[config.mk]
export PLATFORM = sky130hd
export DESIGN_NAME = serial_cmd_rx
export DESIGN_NICKNAME = d
export VERILOG_FILES = /design/src/rtl/scr_pkg.sv /design/src/rtl/scr_sync.sv /design/src/rtl/scr_addr_chk.sv /design/src/rtl/scr_data_shift.sv /design/src/rtl/serial_cmd_rx.sv
export SDC_FILE = /design/constraint.sdc
export NUM_CORES = 1
export LEC_CHECK = 0
export ABC_CLOCK_PERIOD_IN_PS = 3400
export CORE_MARGIN = 1
export CORE_UTILIZATION = 50
export DETAILED_ROUTE_END_ITERATION = 16
export PLACE_DENSITY = 0.74
export SLEW_MARGIN = 5
export SYNTH_ARGS = -nofsm -noshare
export SYNTH_HDL_FRONTEND = slang
export SYNTH_SLANG_ARGS = --single-unit
[constraint.sdc]
create_clock -name clk -period 3.4 [get_ports clk]
set_input_delay 0.51 -clock clk [delete_from_list [all_inputs] [get_ports clk]]
set_output_delay 0.51 -clock clk [all_outputs]
set_load 0.01 [all_outputs]
[src/rtl/scr_pkg.sv]
package scr_pkg;
  localparam int unsigned SCR_ADDR_W   = 8;
  localparam int unsigned SCR_DATA_W   = 44;
  localparam logic [SCR_ADDR_W-1:0] SCR_DEV_ADDR = 8'h81;
  localparam int unsigned SCR_SYNC_STG = 2;

  // bus line positions inside the synchronized vector
  typedef enum int unsigned {
    LINE_EN  = 0,
    LINE_CLK = 1,
    LINE_DAT = 2
  } scr_line_e;
  localparam int unsigned SCR_LINES = 3;
endpackage

[src/rtl/scr_sync.sv]
module scr_sync #(
  parameter int unsigned W      = 3,
  parameter int unsigned STAGES = 2
) (
  input  logic         clk,
  input  logic         rst_n,
  input  logic [W-1:0] async_i,
  output logic [W-1:0] level_o
);
  logic [W-1:0] chain_q [STAGES];

  for (genvar g = 0; g < STAGES; g++) begin : g_stage
    if (g == 0) begin : g_first
      always_ff @(posedge clk or negedge rst_n) begin
        if (!rst_n) chain_q[g] <= '0;
        else        chain_q[g] <= async_i;
      end
    end else begin : g_next
      always_ff @(posedge clk or negedge rst_n) begin
        if (!rst_n) chain_q[g] <= '0;
        else        chain_q[g] <= chain_q[g-1];
      end
    end
  end

  assign level_o = chain_q[STAGES-1];
endmodule

[src/rtl/scr_addr_chk.sv]
module scr_addr_chk #(
  parameter int unsigned             ADDR_W = 8,
  parameter logic [ADDR_W-1:0]       MATCH  = 8'h81
) (
  input  logic clk,
  input  logic rst_n,
  input  logic shift_en_i,
  input  logic bit_i,
  input  logic check_en_i,
  output logic hit_o
);
  logic [ADDR_W-1:0] sr_q, sr_d;
  logic              hit_q, hit_d;

  always_comb begin
    sr_d  = sr_q;
    hit_d = hit_q;
    if (shift_en_i) sr_d  = {bit_i, sr_q[ADDR_W-1:1]};
    if (check_en_i) hit_d = (sr_q == MATCH);
  end

  always_ff @(posedge clk or negedge rst_n) begin
    if (!rst_n) begin
      sr_q  <= '0;
      hit_q <= 1'b0;
    end else begin
      sr_q  <= sr_d;
      hit_q <= hit_d;
    end
  end

  assign hit_o = hit_q;

  // the match flag only moves on an enable rise
  p_hit_hold_r2: assert property (@(posedge clk) disable iff (!rst_n)
    !check_en_i |=> $stable(hit_o));
  // the bus clock is low whenever the enable line toggles
  p_no_shift_on_check_r2: assert property (@(posedge clk) disable iff (!rst_n)
    check_en_i |-> !shift_en_i);
endmodule

[src/rtl/scr_data_shift.sv]
module scr_data_shift #(
  parameter int unsigned DATA_W = 44
) (
  input  logic              clk,
  input  logic              rst_n,
  input  logic              clear_i,
  input  logic              shift_en_i,
  input  logic              bit_i,
  output logic [DATA_W-1:0] word_o,
  output logic              full_o
);
  localparam int unsigned CNT_W = $clog2(DATA_W + 1);
  localparam logic [CNT_W-1:0] CNT_MAX = CNT_W'(DATA_W);

  logic [DATA_W-1:0] sr_q, sr_d;
  logic [CNT_W-1:0]  cnt_q, cnt_d;

  always_comb begin
    sr_d  = sr_q;
    cnt_d = cnt_q;
    if (clear_i) begin
      cnt_d = '0;
    end else if (shift_en_i) begin
      sr_d = {bit_i, sr_q[DATA_W-1:1]};
      if (cnt_q != CNT_MAX) cnt_d = cnt_q + 1'b1;
    end
  end

  always_ff @(posedge clk or negedge rst_n) begin
    if (!rst_n) begin
      sr_q  <= '0;
      cnt_q <= '0;
    end else begin
      sr_q  <= sr_d;
      cnt_q <= cnt_d;
    end
  end

  assign word_o = sr_q;
  assign full_o = (cnt_q == CNT_MAX);

  // the bit counter saturates and never passes the word width
  p_cnt_bound_r4: assert property (@(posedge clk) disable iff (!rst_n)
    cnt_q <= CNT_MAX);
  // a clear always empties the frame
  p_clear_empties_r7: assert property (@(posedge clk) disable iff (!rst_n)
    clear_i |=> !full_o);
endmodule

[src/rtl/serial_cmd_rx.sv]
module serial_cmd_rx
  import scr_pkg::*;
#(
  parameter int unsigned              ADDR_W    = SCR_ADDR_W,
  parameter int unsigned              DATA_W    = SCR_DATA_W,
  parameter logic [ADDR_W-1:0]        DEV_ADDR  = SCR_DEV_ADDR,
  parameter int unsigned              SYNC_STG  = SCR_SYNC_STG
) (
  input  logic              clk,
  input  logic              rst_n,
  input  logic              bus_en_i,
  input  logic              bus_clk_i,
  input  logic              bus_dat_i,
  output logic [DATA_W-1:0] cmd_word_o,
  output logic              cmd_valid_o,
  output logic              addr_hit_o
);
  // reset: asserted asynchronously, released on the clock
  logic rst_meta_q, rst_sync_n;
  always_ff @(posedge clk or negedge rst_n) begin
    if (!rst_n) begin
      rst_meta_q <= 1'b0;
      rst_sync_n <= 1'b0;
    end else begin
      rst_meta_q <= 1'b1;
      rst_sync_n <= rst_meta_q;
    end
  end

  logic [SCR_LINES-1:0] lines_async, lines_s;
  assign lines_async[LINE_EN]  = bus_en_i;
  assign lines_async[LINE_CLK] = bus_clk_i;
  assign lines_async[LINE_DAT] = bus_dat_i;

  scr_sync #(.W(SCR_LINES), .STAGES(SYNC_STG)) u_sync (
    .clk     (clk),
    .rst_n   (rst_sync_n),
    .async_i (lines_async),
    .level_o (lines_s)
  );

  logic en_s, sclk_s, dat_s;
  assign en_s   = lines_s[LINE_EN];
  assign sclk_s = lines_s[LINE_CLK];
  assign dat_s  = lines_s[LINE_DAT];

  // edge detection in the system domain
  logic en_prev_q, sclk_prev_q;
  always_ff @(posedge clk or negedge rst_sync_n) begin
    if (!rst_sync_n) begin
      en_prev_q   <= 1'b0;
      sclk_prev_q <= 1'b0;
    end else begin
      en_prev_q   <= en_s;
      sclk_prev_q <= sclk_s;
    end
  end

  logic en_rise, en_fall, sclk_rise;
  assign en_rise   =  en_s & ~en_prev_q;
  assign en_fall   = ~en_s &  en_prev_q;
  assign sclk_rise =  sclk_s & ~sclk_prev_q;

  logic hit;
  scr_addr_chk #(.ADDR_W(ADDR_W), .MATCH(DEV_ADDR)) u_addr (
    .clk        (clk),
    .rst_n      (rst_sync_n),
    .shift_en_i (sclk_rise & ~en_s),
    .bit_i      (dat_s),
    .check_en_i (en_rise),
    .hit_o      (hit)
  );

  logic [DATA_W-1:0] shift_word;
  logic              shift_full;
  scr_data_shift #(.DATA_W(DATA_W)) u_data (
    .clk        (clk),
    .rst_n      (rst_sync_n),
    .clear_i    (en_rise),
    .shift_en_i (sclk_rise & en_s),
    .bit_i      (dat_s),
    .word_o     (shift_word),
    .full_o     (shift_full)
  );

  // commit on the enable fall
  logic [DATA_W-1:0] word_q, word_d;
  logic              vld_q, vld_d;
  logic              accept;

  assign accept = en_fall & hit & shift_full;

  always_comb begin
    word_d = word_q;
    vld_d  = accept;
    if (accept) word_d = shift_word;
  end

  always_ff @(posedge clk or negedge rst_sync_n) begin
    if (!rst_sync_n) begin
      word_q <= '0;
      vld_q  <= 1'b0;
    end else begin
      word_q <= word_d;
      vld_q  <= vld_d;
    end
  end

  assign cmd_word_o  = word_q;
  assign cmd_valid_o = vld_q;
  assign addr_hit_o  = hit;

  // the strobe lasts one cycle
  p_strobe_single_r8: assert property (@(posedge clk) disable iff (!rst_sync_n)
    cmd_valid_o |=> !cmd_valid_o);
  // no strobe without a matched address
  p_strobe_needs_hit_r6: assert property (@(posedge clk) disable iff (!rst_sync_n)
    cmd_valid_o |-> addr_hit_o);
  // the word only changes together with the strobe
  p_word_hold_r7: assert property (@(posedge clk) disable iff (!rst_sync_n)
    !cmd_valid_o |-> $stable(cmd_word_o));
  // a strobe follows a fall of the synchronized enable
  p_strobe_after_fall_r5: assert property (@(posedge clk) disable iff (!rst_sync_n)
    cmd_valid_o |-> !en_prev_q);
endmodule

Word level (Yosys, flattened, before mapping)
Cells that the tools add are included.

Flip-flop bits (word level): 114. Input bits: 5. Output and inout port bits: 46. Word-level logic and storage cells: 34.

Add/subtract/negate cells: 1. Eq/ne operators: 3. Mux-type cells: 3. Bitwise operators: 11. Reduce and logical (&&, ||, !) cells: 4.

Operators by type and width (number): 6-bit 2-to-1 mux (3); 8-bit equality test, second input constant (1); 1-bit AND (7); 6-bit by 1-bit adder with 6-bit output, second input constant (1); 6-bit equality test, second input constant (1); 6-bit != test, second input constant (1); 1-bit inverter (4); 2-bit AND reduction (2); 2-bit nonzero test (2).

Logic depth before layout (Yosys ltp)
Gate-level depths: netlist of run 1.

Word-level depth: 5. Gate-level depth with buffers: 7. Depth with buffers taken out: 5.

Hierarchy
From an unflattened synthesis of run 1, not the netlist that was laid out.

Cells, all modules: 271. Area total of the unflattened synthesis: 4400.5 sq um.

By module, submodules not included: scr_data_shift (instances 1, cells each 136, area an instance 2015.7 sq um, sequential area each 1251.2 sq um); serial_cmd_rx (instances 1, cells each 103, area an instance 1841.8 sq um, sequential area each 1226.2 sq um); scr_addr_chk (instances 1, cells each 23, area an instance 370.4 sq um, sequential area each 225.2 sq um); scr_sync (instances 1, cells each 9, area an instance 172.7 sq um, sequential area each 150.1 sq um).

Worst setup path after synthesis of run 1
Ideal clock, no wire load.

Path type: reg2reg. From: register u_data.cnt_q[0]. To: register word_q[10] (netlist: cmd_word_o[10]). Setup time: 0.125 ns. Arrival time: 1.592 ns. Required time: 3.275 ns. Slack: 1.683 ns. Cell stages (with the launch flop): 8. Path buffers: 2. Clock period less this slack: 1.717 ns. Cell sequence: dfrtp_1 > inv_1 > ha_1 > and4b_1 > and3_4 > buf_8 > buf_12 > mux2_4.

Word-level cells in the longest chain between the ends: 2.

RTL lines: from (decl) (RTL line scr_data_shift.sv:16) `logic [CNT_W-1:0] cnt_q, cnt_d;`; from (signal assigned) (RTL line scr_data_shift.sv:35) `cnt_q <= cnt_d;`; 6-bit equality test (RTL line scr_data_shift.sv:40) `assign full_o = (cnt_q == CNT_MAX);`; 1-bit AND (RTL line serial_cmd_rx.sv:91) `assign accept = en_fall & hit & shift_full;`; to (signal assigned) (RTL line serial_cmd_rx.sv:104) `word_q <= word_d;`; to (decl) (RTL line serial_cmd_rx.sv:87) `logic [DATA_W-1:0] word_q, word_d;`.

No other way between the ends. A chain may end at the register's enable or synchronous reset.

Worst setup path after layout of run 1
From: register u_data.cnt_q[0]. To: register word_q[1] (netlist: cmd_word_o[1]).

Same word-level chain as after synthesis.

==> results of run 1 <==
## sequential cells by signal, indices dropped and copies added (netlist names)
name / count
cmd_word_o: 44
u_data.word_o: 44
u_addr.sr_q: 8
u_data.cnt_q: 6
u_sync.chain_q: 3
u_sync.level_o: 3
cmd_valid_o: 1
en_prev_q: 1
rst_meta_q: 1
rst_sync_n: 1
sclk_prev_q: 1
u_addr.hit_o: 1
## cell usage after synthesis, types with 2 or more instances
master / count / area [um2]
nand2_1: 9 / 33.8
ha_1: 2 / 25.0
inv_1: 2 / 7.51
mux2_4: 39 / 586
nand3_1: 3 / 15.0
a211oi_1: 2 / 15.0
mux2i_1: 4 / 40.0
mux2_2: 57 / 642
dfrtp_1: 114 / 2850
nand2b_1: 3 / 18.8
and4b_1: 2 / 20.0
nor4b_1: 2 / 17.5
buf_12: 4 / 80.1
buf_2: 4 / 20.0
o21ai_0: 2 / 10.0
## where the power goes
group | switching (mW) | internal, mW
clock network | 0.588 | 1.32
registers | 0.0617 | 1.43
logic | 0.0449 | 0.0668
total | 0.695 | 2.81
## per-layer routing
layer / up-vias / global-route usage / share of wire
met4: 0 / 0.0654 / 0.0069
met1: 1168 / 0.222 / 0.46
met2: 49 / 0.254 / 0.49
met5: - / 0 / 0
met3: 4 / 0.0701 / 0.043
li1: 1052 / - / -
## worst paths after layout
path                            slack [ps]                             to  depth (start not counted)                         from
worst max-delay path                  1160      cmd_word_o[1]$_DFFE_PN0P_                          5  u_data.cnt_q[0]$_DFFE_PN0P_
worst min-delay path                   170           rst_sync_n$_DFF_PN0_                          1                        rst_n
worst max register to register        1160      cmd_word_o[1]$_DFFE_PN0P_                          5  u_data.cnt_q[0]$_DFFE_PN0P_
worst min register to register         350    u_sync.level_o[0]$_DFF_PN0_                          0  u_sync.chain_q[3]$_DFF_PN0_
max in group asynchronous             2290  u_data.word_o[27]$_DFFE_PN0P_                          1         rst_sync_n$_DFF_PN0_
min in group clk                       350    u_sync.level_o[0]$_DFF_PN0_                          0  u_sync.chain_q[3]$_DFF_PN0_
## layout make-up
type,instances,area [um2],area share
Sequential cell,114,2860,0.503
Multi-Input combinational cell,136,1510,0.266
Timing Repair Buffer,52,528,0.0930
Clock buffer,22,463,0.0815
Clock inverter,10,179,0.0315
Tap cell,108,135,0.0238
Inverter,2,7.51,0.00132
## cells in the final DEF (no fill, tap or decap), types with 2 or more instances in the layout
cell type        count
dfrtp_1            113
mux2_2              57
clkdlybuf4s50_1     50
mux2_4              39
clkbuf_16           16
nand2_1              9
bufinv_16            5
mux2i_1              4
clkbuf_8             4
clkinv_2             4
nand2b_1             3
nand3_1              3
inv_1                2
and4b_1              2
a211oi_1             2
o21ai_0              2
nor4b_1              2
ha_1                 2
clkbuf_1             2
## stage by stage
step	setup WS, ps	util	hold slack [ps]
after floorplan	1490	-	214
after global placement	1260	0.577	333
after detailed placement	1190	0.577	337
after CTS	1150	0.651	145
after global routing	1060	0.651	153
final	1160	0.651	165
## cells by family after synthesis
family,after synthesis,synth area share
compound gates,8,0.0114
other cells,1,0.000836
buf+inv,12,0.0282
fa+ha+maj,2,0.00557
mux,100,0.282
flops,114,0.636
simple gates,25,0.0360
==> results.md, run 1 <==
## Timing
- 0 — number of hold violations in the final report
- 839 ps — transition time at the pin with the least slew margin
- 0 — Final setup violation count
- 2240 ps — crit path time final
- 0 — Final Max Slew Viols
- 0.441 — Slew Limit Headroom
- 8.27 ps — clk_skew
- 0.446 GHz — highest attainable clock frequency
- no — setup repair after global routing missed its margin
- 0 ps — final sum of negative setup slack
- 0.659 — Tcrit/Tclk final

## Critical path
- 2620 ps — critical path arrival
- inv_1 > ha_1 > and4b_1 > and3_4 > mux2_2 — worst-path cell chain
- flop — category of the worst setup path capture point
- 1 — crit path buf inv count
- flop — Setup crit start kind
- reg2reg — type of the worst setup path
- 3780 ps — required arrival time at the worst endpoint
- 45 — highest fanout seen on the critical path
- simple AND/OR/NAND/NOR gates — Worst path top cell family by delay
- and3_4 — Slowest-stage cell, CP
- 770 ps — longest individual stage delay on the worst path

## Power and ir drop
- 618 nW/um2 — PwrDens
- 397 uV — worst supply voltage drop on vdd
- 2.71 nW — leakage component of the power
- 3.51 mW — Total Power

## Synth
- 17.1 um2 — post-synthesis area per instance
- 0.636 — share of the yosys chip area belonging to registers
- 4490 um2 — post-synthesis instance area
- 114 — flip-flop and latch count after synthesis
- 269 — nets in the synthesized netlist
- 0 — number of enable flip-flop cells after synthesis
- 0 — total of warnings raised by yosys
- 262 — Post-Syn Instances
- dfrtp_1 — main flop type after synthesis
- 28 — Netlist cell types
- 1.00 — ys async rst share

## Global route
- 0 — total congestion overflow
- 12200 um — wire length of the first global-routing pass
- 2413 — vias in the first global route
- 0.170 — global-route total usage across every layer
- 59 — maximum number of pins on one net before global-route repair
- 0 — antenna violations before repair

## Floorplanning
- 96.7 um — height of the chip
- 8720 um2 — Floorplan Core Area
- 96.7 um — Die W
- 34 — # rows
- 0.515 — Starting Density
- 51 — count of pins on the block boundary
- 9360 um2 — Die Footprint

## Route
- 73 — DRT iter0 DRCs
- 0 — count of nets left with antenna violations after detail routing
- 16.0 um — WL per Instance
- 5.12 — vias per inst
- 7090 um — post-detailed-routing wire length
- 2273 — total number of vias
- 0 — DRC viols
- 4 — number of iterations in the first detailed-routing pass

## Final layout
- 5680 um2 — post-route cell area
- 0 — n_diodes
- 26.5% — layout overhead on the synthesized area
- 619 — Layout fillers
- 444 — final cell count without fillers
- 330 — nets
- 0.390 — share of final-layout standard cells stronger than drive strength 1

## Placement
- 50 — count of input and output buffers
- 4060 um — estimated wirelength of the detail-placed design
- 412 — number of placed cells counting well taps
- 5040 um2 — Cell Area, Placed
- 0.711 — routability cong.

## Clock tree
- 2 — CTS Buffer Depth
- clkbuf_8 — clock root buffer master
- yes — CTS tree
- 17 — cts bufs inserted
- 4 — maximum level of the CTS H-tree
- 114 — number of clock sinks
- 60 ps — Worst-path clk slew
- 510 ps — worst skew pair latency
- 0 — Post-CTS Setup Repair Bufs
- 0 — number of hold buffers added after cts
- 0 — CTS resizes

## Hold path
- in2async — path category of the worst min-delay check

## Flow run
- 0 — max cap viols

## Status
- complete, no violations — outcome

Note: power is estimated with default switching activity, not from simulation.
==> inputs of run 2 (changes only) <==
--- a/config.mk
+++ b/config.mk
@@ -5,7 +5,7 @@
 export SDC_FILE = /design/constraint.sdc
 export NUM_CORES = 1
 export LEC_CHECK = 0
-export ABC_CLOCK_PERIOD_IN_PS = 3400
+export ABC_CLOCK_PERIOD_IN_PS = 2000
 export CORE_MARGIN = 1
 export CORE_UTILIZATION = 50
 export DETAILED_ROUTE_END_ITERATION = 16
==> constraint.sdc (replaced) <==
create_clock -name clk -period 2 [get_ports clk]
set_input_delay 0.3 -clock clk [delete_from_list [all_inputs] [get_ports clk]]
set_output_delay 0.3 -clock clk [all_outputs]
set_load 0.01 [all_outputs]
==> run 2 against run 1 <==
Design area is 0.82% higher. Routed wire length decreased by 3.2%. Worst hold slack gained 71 ps. Via count rose by 0.84%. Final cell count up 0.90%. Non-clock buffer count up 5. Clock skew decreased by 1.2 ps. Combinational power grew 83%. First-iteration DRC count rose by 53%. Clock power grew 59%. Critical endpoint is now cmd_word_o[3]$_DFFE_PN0P_.
==> results.md, run 2 (synthesis results as in run 1) <==
## Status
- complete, no violations — outcome

## Clock tree
- 17 — cts bufs inserted, unchanged
- 4 — maximum level of the CTS H-tree, unchanged
- yes — CTS tree
- clkbuf_8 — clock root buffer master
- 114 — number of clock sinks, unchanged
- 0 — CTS resizes, unchanged
- 500 ps — worst skew pair latency, about the same
- 2 — CTS Buffer Depth, unchanged
- 1 — number of hold buffers added after cts, +1
- 0 — Post-CTS Setup Repair Bufs, unchanged
- 50 ps — Worst-path clk slew, about the same

## Route
- 0 — DRC viols, unchanged
- 4 — number of iterations in the first detailed-routing pass, unchanged
- 5.12 — vias per inst, about the same
- 2292 — total number of vias, +0.84%
- 15.3 um — WL per Instance, -4.1%
- 112 — DRT iter0 DRCs, +53%
- 6860 um — post-detailed-routing wire length, -3.2%
- 0 — count of nets left with antenna violations after detail routing, unchanged

## Floorplanning
- 34 — # rows, unchanged
- 0.515 — Starting Density, unchanged
- 51 — count of pins on the block boundary, unchanged
- 96.7 um — height of the chip, unchanged
- 9360 um2 — Die Footprint, unchanged
- 96.7 um — Die W, unchanged
- 8720 um2 — Floorplan Core Area, unchanged

## Critical path
- 31 — highest fanout seen on the critical path, -31%
- flop — Setup crit start kind
- 2390 ps — required arrival time at the worst endpoint, -1390 ps
- 2280 ps — critical path arrival, -340 ps
- u_data.cnt_q[0]$_DFFE_PN0P_ — Setup crit start
- flop — category of the worst setup path capture point
- reg2reg — type of the worst setup path
- 6 — cell count of the worst reg-to-reg path, +1
- u_data.cnt_q[0]$_DFFE_PN0P_ — reg-to-reg startpoint

## Global route
- 0.246 — met2 routing resource usage after global routing, -0.00813
- 0.165 — global-route total usage across every layer, -0.00492
- 0 — antenna violations before repair, unchanged
- 46 — maximum number of pins on one net before global-route repair, -22%
- 0.222 — Global Route met1 Usage, +0.000497
- met2 — global-route layer with the greatest usage
- 0.0578 — global routing usage on met3, -0.0123
- 2386 — vias in the first global route, -1.1%
- 12000 um — wire length of the first global-routing pass, -1.5%
- 0 — total congestion overflow, unchanged

## Timing
- 0 — Final Max Slew Viols, unchanged
- 237 ps — hold slack final, +71.1 ps
- 7.08 ps — clk_skew, -1.19 ps
- 0 — number of hold violations in the final report, unchanged
- 0 ps — final sum of negative setup slack, unchanged
- 0.947 — Tcrit/Tclk final, +0.288
- 105 ps — final setup margin, -1050 ps
- 575 ps — transition time at the pin with the least slew margin, -264 ps
- 0.528 GHz — highest attainable clock frequency, +18%
- no — setup repair after global routing missed its margin
- 0 — Final setup violation count, unchanged
- 0.615 — Slew Limit Headroom, +0.174
- 1890 ps — crit path time final, -347 ps

## Final layout
- 597 — Layout fillers, -3.6%
- 113 x dfrtp_1, 57 x mux2_2, 50 x clkdlybuf4s50_1 — highest-count cells in the layout ignoring fill and taps
- 335 — nets, +1.5%
- 0.400 — share of final-layout standard cells stronger than drive strength 1, +0.0101
- 0 — n_diodes, unchanged
- 27.5% — layout overhead on the synthesized area
- dfrtp_1 — most common library cell in the layout ignoring fill and taps

## Placement
- 50 — count of input and output buffers, unchanged
- 4320 um — estimated wirelength of the detail-placed design, +6.4%
- 0.765 — routability cong., +7.7%
- 162 ps — worst setup timing slack at the placement stage, -1030 ps

## Hold path
- bus_en_i — worst min-delay path startpoint
- in2reg — path category of the worst min-delay check
- 1 — instance count along the most critical hold path

## Flow run
- 0 — max cap viols, unchanged

## Power and ir drop
- 1010 nW/um2 — PwrDens, +63%
- 2.72 nW — leakage component of the power, +0.56%
- 705 uV — worst supply voltage drop on vdd, +78%

-- run 2: path summary, 6_finish.rpt --
path | endpoint | slack (ps)
max | cmd_word_o[3]$_DFFE_PN0P_ | 110
min | u_sync.chain_q[3]$_DFF_PN0_ | 240
max reg2reg | cmd_word_o[3]$_DFFE_PN0P_ | 110
min reg2reg | u_sync.chain_q[5]$_DFF_PN0_ | 260
max in group asynchronous | u_data.word_o[3]$_DFFE_PN0P_ | 1180
min in group asynchronous | u_sync.chain_q[5]$_DFF_PN0_ | 260
-- run 2: power by group --
| part | internal [mW] | total (mW) | leakage, nW | switching, mW |
|---|---|---|---|---|
| Combinational | 0.120 | 0.205 | 0.878 | 0.0846 |
| Sequential | 2.43 | 2.52 | 1.55 | 0.0948 |
| Clock | 2.05 | 3.04 | 0.295 | 0.990 |
| Total | 4.59 | 5.76 | 2.72 | 1.17 |
-- run 2: metal layers --
layer / part of all wire / up-vias / wire length, um
met5: 0 / - / 0
met4: 0.0061 / 0 / 42
met3: 0.039 / 6 / 265
met2: 0.48 / 55 / 3280
met1: 0.48 / 1164 / 3270
li1: - / 1067 / -
-- run 2: area by class of cell --
cell class | instances | area, um2 | share of cell area
inverter | 2 | 7.51 | 0.00131
clock inverter | 9 | 128 | 0.0223
tap | 108 | 135 | 0.0236
clock buffer | 22 | 483 | 0.0844
timing repair buffer | 57 | 606 | 0.106
multi-input combinational | 136 | 1510 | 0.264
sequential | 114 | 2860 | 0.499
-- run 2: worst max-delay path: stages, from the launching register on --
cell	delay, ps
dfrtp_1	420
inv_1	100
ha_1	150
and4b_1	250
and3_4	230
buf_12	230
mux2_2	360
-- run 2: through the flow --
step           power, mW  utilization  area, um2  cells
2_1_floorplan       2.69            -       4490    262
3_3_place_gp        2.75        0.585       5100    416
3_5_place_dp        2.77        0.585       5100    416
6_report            5.76        0.656       5720    448
5_1_grt             5.97        0.656       5720    448
4_1_cts             5.82        0.656       5720    448
